### src/rtl/scan_seq_pkg.sv
package scan_seq_pkg;
  typedef enum logic [1:0] {
    MS_PAIR_A = 2'b00,
    MS_SOLO   = 2'b01,
    MS_PAIR_B = 2'b10,
    MS_TRIO   = 2'b11
  } mod_size_e;

  typedef enum logic [1:0] {
    POS_TOP  = 2'd0,
    POS_LOW  = 2'd1,
    POS_DATA = 2'd2,
    POS_NONE = 2'd3
  } slice_pos_e;
endpackage

### src/rtl/scan_line_counter.sv
module scan_line_counter #(
  parameter int MAX_LINES = 32,
  localparam int IDX_W = $clog2(MAX_LINES),
  localparam int CNT_W = IDX_W + 1
) (
  input  logic             clk,
  input  logic             rst_n,
  input  logic             line_adv,
  input  logic             frame_start,
  input  logic [CNT_W-1:0] line_count,
  output logic [IDX_W-1:0] idx_q,
  output logic [IDX_W-1:0] idx_nxt,
  output logic             evt,
  output logic             wrap_hit,
  output logic             in_use
);
  function automatic logic [CNT_W-1:0] eff_count(input logic [CNT_W-1:0] lc);
    if (lc == '0 || lc > CNT_W'(MAX_LINES)) return CNT_W'(MAX_LINES);
    return lc;
  endfunction

  logic [CNT_W-1:0] eff;
  logic             at_last;

  assign eff      = eff_count(line_count);
  assign at_last  = {1'b0, idx_q} >= CNT_W'(eff - 1'b1);
  assign evt      = line_adv | frame_start;
  assign wrap_hit = line_adv & ~frame_start & at_last;

  always_comb begin
    idx_nxt = idx_q;
    if (frame_start)   idx_nxt = '0;
    else if (line_adv) idx_nxt = at_last ? '0 : IDX_W'(idx_q + 1'b1);
  end

  assign in_use = {1'b0, idx_nxt} < eff;

  always_ff @(posedge clk or negedge rst_n) begin
    if (!rst_n)   idx_q <= '0;
    else if (evt) idx_q <= idx_nxt;
  end
endmodule

### src/rtl/scan_slice_owner.sv
module scan_slice_owner
  import scan_seq_pkg::*;
#(
  parameter int SW_N = 16,
  localparam int IDX_W = $clog2(2 * SW_N),
  localparam int LOC_W = $clog2(SW_N)
) (
  input  logic [IDX_W-1:0] idx,
  input  logic [1:0]       slice_pos,
  input  logic [1:0]       mod_size,
  input  logic             scan_rev,
  output logic             own_hit,
  output logic [LOC_W-1:0] local_sel
);
  function automatic logic [LOC_W-1:0] mirror(input logic [LOC_W-1:0] k);
    return LOC_W'(SW_N - 1) - k;
  endfunction

  logic             upper;
  logic [LOC_W-1:0] lo;

  assign upper = idx >= IDX_W'(SW_N);
  assign lo    = LOC_W'(upper ? idx - IDX_W'(SW_N) : idx);

  always_comb begin
    own_hit   = 1'b0;
    local_sel = lo;
    if (mod_size_e'(mod_size) == MS_SOLO) begin
      own_hit = ~upper;
    end else begin
      unique case (slice_pos_e'(slice_pos))
        POS_TOP: own_hit = ~upper;
        POS_LOW: begin
          own_hit   = upper;
          local_sel = scan_rev ? mirror(lo) : lo;
        end
        default: own_hit = 1'b0;
      endcase
    end
  end
endmodule

### src/rtl/scan_onehot_drv.sv
module scan_onehot_drv #(
  parameter int SW_N = 16,
  localparam int LOC_W = $clog2(SW_N)
) (
  input  logic             enable,
  input  logic [LOC_W-1:0] sel,
  output logic [SW_N-1:0]  sw_d
);
  for (genvar i = 0; i < SW_N; i++) begin : g_sw
    assign sw_d[i] = enable && (sel == LOC_W'(i));
  end
endmodule

### src/rtl/scan_line_sequencer.sv
module scan_line_sequencer #(
  parameter int SW_N = 16,
  localparam int MAX_LINES = 2 * SW_N,
  localparam int IDX_W = $clog2(MAX_LINES),
  localparam int CNT_W = IDX_W + 1,
  localparam int LOC_W = $clog2(SW_N)
) (
  input  logic             clk,
  input  logic             rst_n,
  input  logic             line_adv,
  input  logic             frame_start,
  input  logic [1:0]       slice_pos,
  input  logic [1:0]       mod_size,
  input  logic             scan_rev,
  input  logic [CNT_W-1:0] line_count,
  output logic [SW_N-1:0]  ls_en
);
  logic [IDX_W-1:0] idx_q, idx_nxt;
  logic             evt, wrap_hit, in_use;
  logic             own_hit;
  logic [LOC_W-1:0] local_sel;
  logic [SW_N-1:0]  sw_d;

  scan_line_counter #(.MAX_LINES(MAX_LINES)) u_cnt (
    .clk(clk), .rst_n(rst_n), .line_adv(line_adv), .frame_start(frame_start),
    .line_count(line_count), .idx_q(idx_q), .idx_nxt(idx_nxt), .evt(evt),
    .wrap_hit(wrap_hit), .in_use(in_use)
  );

  scan_slice_owner #(.SW_N(SW_N)) u_own (
    .idx(idx_nxt), .slice_pos(slice_pos), .mod_size(mod_size),
    .scan_rev(scan_rev), .own_hit(own_hit), .local_sel(local_sel)
  );

  scan_onehot_drv #(.SW_N(SW_N)) u_drv (
    .enable(own_hit & in_use), .sel(local_sel), .sw_d(sw_d)
  );

  always_ff @(posedge clk or negedge rst_n) begin
    if (!rst_n)   ls_en <= '0;
    else if (evt) ls_en <= sw_d;
  end
endmodule

### config.mk
export PLATFORM = sky130hd
export DESIGN_NAME = scan_line_sequencer
export DESIGN_NICKNAME = d
export VERILOG_FILES = /design/src/rtl/scan_seq_pkg.sv /design/src/rtl/scan_line_counter.sv /design/src/rtl/scan_slice_owner.sv /design/src/rtl/scan_onehot_drv.sv /design/src/rtl/scan_line_sequencer.sv
export SDC_FILE = /design/constraint.sdc
export NUM_CORES = 1
export LEC_CHECK = 0
export ABC_AREA = 1
export BUFFER_PORTS_ARGS = -buffer_cell sky130_fd_sc_hd__buf_2
export CAP_MARGIN = 20
export CORE_MARGIN = 2
export CORE_UTILIZATION = 40
export CTS_BUF_LIST = sky130_fd_sc_hd__clkbuf_8
export DETAILED_ROUTE_END_ITERATION = 16
export PLACE_DENSITY = 0.73
export RECOVER_POWER = 25
export SYNTH_ARGS = -nofsm -noshare
export SYNTH_HDL_FRONTEND = slang
export SYNTH_SLANG_ARGS = --single-unit
### constraint.sdc
create_clock -name clk -period 4.9 [get_ports clk]
set_clock_uncertainty 0.1 [all_clocks]
set_input_delay 0.98 -clock clk [delete_from_list [all_inputs] [get_ports clk]]
set_output_delay 0.98 -clock clk [all_outputs]
set_load 0.03 [all_outputs]
==> flow_summary.toml <==
[power_and_ir_drop]
vdd_ir_drop_max_mv = 0.177
pwr_density_cell_nw_per_um2 = 215
total_power_uw = 374
power.leakage_uw = 0.00109

[timing]
max_freq_ghz = 0.249
post-route-period-util_pct = 82.0
tns_ps = 0
hold_viol = 0
worst_pin_slew_ps = 1070
finalSetupViolCount = 0
grt_setup_unrepaired = "false"
min_period_ps = 4020
relSlewSlack_pct = 28.9
finalMaxSlewViolations = 0
fin_ws_ps = 880

[floorplanning]
dieWidth_um = 65.4
rows = 22
initial_core_util_pct = 41.5
ios = 31
die_y_um = 65.4
die-area_um2 = 4280
core_um2 = 3630

[synth]
syn_nets = 253
postSynthCellCount = 227
yosysWarnings = 0
netlist.area_leader.share_pct = 34.8
synth_top_area_cell = "dfrtp_1"
synth_area_um2 = 1510
yosysSeqAreaShare_pct = 34.8
synth_cell_types = 23
ys_top_cells_by_area = "dfrtp_1 (35%), nand2_1 (23%), ha_1 (9.1%)"
synth_seq_cells = 21
synth_area_per_cell_um2 = 6.65

[layout]
final_cells = 306
post-route-util_pct = 47.8
n_antenna_cell = 0
nets = 285
area.growth.synth_to_final_pct = 15.2
drive_above_1_share_pct = 16.7
nFillCells = 402

[worst_hold_path]
hold_path.class = "reg -> reg"

[global_route]
gr-total-overflow = 0
antenna_found_initial = 0
grt_pass1_vias = 1246
grtUsageTotal_pct = 15.4
grt_pass1_wl_mm = 5.22
grt_start_max_net_pins = 22

[place]
hpwl_mm = 2.44
io_buffers = 30
pre_cts_slack_ps = 598
dp_cells = 302
gp_congestion = 0.849

[critical_path]
path_class = "in -> reg"
start_kind = "primary input"
crit_fanout = 14
arrival_ps = 4110
end_kind = "flip-flop"
cp.required_ps = 4990

[drt]
post-route-drc-count = 0
wl_per_cell_um = 9.75
dr.pass1.iters = 4
vias = 1400
ant_nets = 0
wl_mm = 2.99
viasPerCell = 4.58
drt-initial-drc-count = 52

[clock_tree]
cts_made_buffers = 3
clk_latency_ps = 260
clockBufferDepth = 2
cts_tree = "done"
clock-sinks = 21
cts_resized = 0
clkTransAtPathRegs_ps = 70
post-cts-setup-buffer-count = 0
hold_buffers = 0
root_buffer = "clkbuf_8"
htreeDepth = 1

[run]
maxCapViolCount = 0

[run_status]
status = "finished clean"
[layout make-up]
type	instances	area [um2]	share of cell area, %
flip-flops and latches	21	526	30.2
clock inverters	1	5.00	0.288
clock buffers	3	41.3	2.38
inverters	32	120	6.91
repair buffers	30	149	8.57
multi-input cells	171	837	48.2
well taps	48	60.1	3.46
[worst max-delay path, stage by stage]
cell     delay [ps]
buf_2           100
nor2_1          130
nand3_1         120
xor2_1          170
nand2_1         100
ha_1            170
inv_1            40
nor2_1          130
nand2_1          80
xnor2_1         130
ha_1            290
a21oi_1         240
nand2_1         100
nand2_2         130
nand2_1         100
inv_1            80
ha_1            240
a21oi_1         120
o21ai_0          90
inv_1            50
nand2_1          50
nor2_2          110
and2_4          230
nand2_1          80
nand2_1          50
[registers in the layout (all words and copies together), names as in the netlist]
name	flops
ls_en	16
u_cnt.idx_q	5
[final timing paths]
check                                from  slack (ps)  cells past startpoint        end
min in group asynchronous           rst_n         790                      1   ls_en[6]
max reg2reg                u_cnt.idx_q[0]        2240                     20  ls_en[10]
max                         line_count[2]         880                     25  ls_en[10]
min reg2reg                     ls_en[12]         380                      2  ls_en[12]
max in group asynchronous           rst_n        3260                      1   ls_en[9]
min                             ls_en[12]         380                      2  ls_en[12]
[where the power goes]
group | internal, uW | switching, uW
logic | 27.3 | 54.6
registers | 178 | 4.08
clock network | 56.5 | 54.0
total | 262 | 113
[cell usage in the layout, fill, tap and decap left out]
master,n
nor3_2,1
dfrtp_1,21
clkbuf_8,3
nand4_1,2
o21ai_0,2
o21ai_2,1
nor2_1,30
a21oi_1,6
inv_1,31
nand2_1,92
nor2_4,1
nor2_2,2
nand3_4,1
nand2_2,2
and2_4,1
ha_1,11
and3_1,1
clkbuf_1,1
xor2_1,1
buf_2,29
o21ai_1,1
xnor2_1,2
nand3_1,14
inv_2,1
clkinv_2,1
[synthesized netlist by cell type]
cell / n
nand2_1: 92
inv_1: 31
nor2_1: 30
dfrtp_1: 21
nand3_1: 14
ha_1: 11
a21oi_1: 6
buf_6: 2
nand2_2: 2
nand4_1: 2
nor2_2: 2
o21ai_0: 2
xnor2_1: 2
and2_4: 1
and3_1: 1
clkbuf_1: 1
inv_2: 1
nand3_4: 1
nor2_4: 1
nor3_2: 1
o21ai_1: 1
o21ai_2: 1
xor2_1: 1
[per-layer routing]
| metal | wire length (um) | up-vias | global-route usage [%] |
|---|---|---|---|
| met5 | 0 | - | 0 |
| met4 | 22 | 0 | 1.56 |
| met3 | 101 | 2 | 3.08 |
| met2 | 1370 | 20 | 25.9 |
| met1 | 1490 | 626 | 21.3 |
| li1 | - | 752 | - |
[metrics by stage]
| step | hold slack [ps] | cell area [um2] |
|---|---|---|
| after detailed placement | 360 | 1690 |
| final | 378 | 1740 |
| after global routing | 406 | 1740 |
| after CTS | 379 | 1740 |
| after floorplan | 443 | 1510 |
| after global placement | 359 | 1690 |
[logic make-up (layout without fill, tap and decap cells)]
logic type	count (synthesis)	in the layout	synth area share (%)
fa+ha+maj	11	11	9.12
xor+xnor	3	3	1.74
flops	21	21	34.8
compound gates	10	10	3.57
buf+inv	35	66	9.70
simple gates	147	147	41.0
Power figures use the tool's default switching activity.
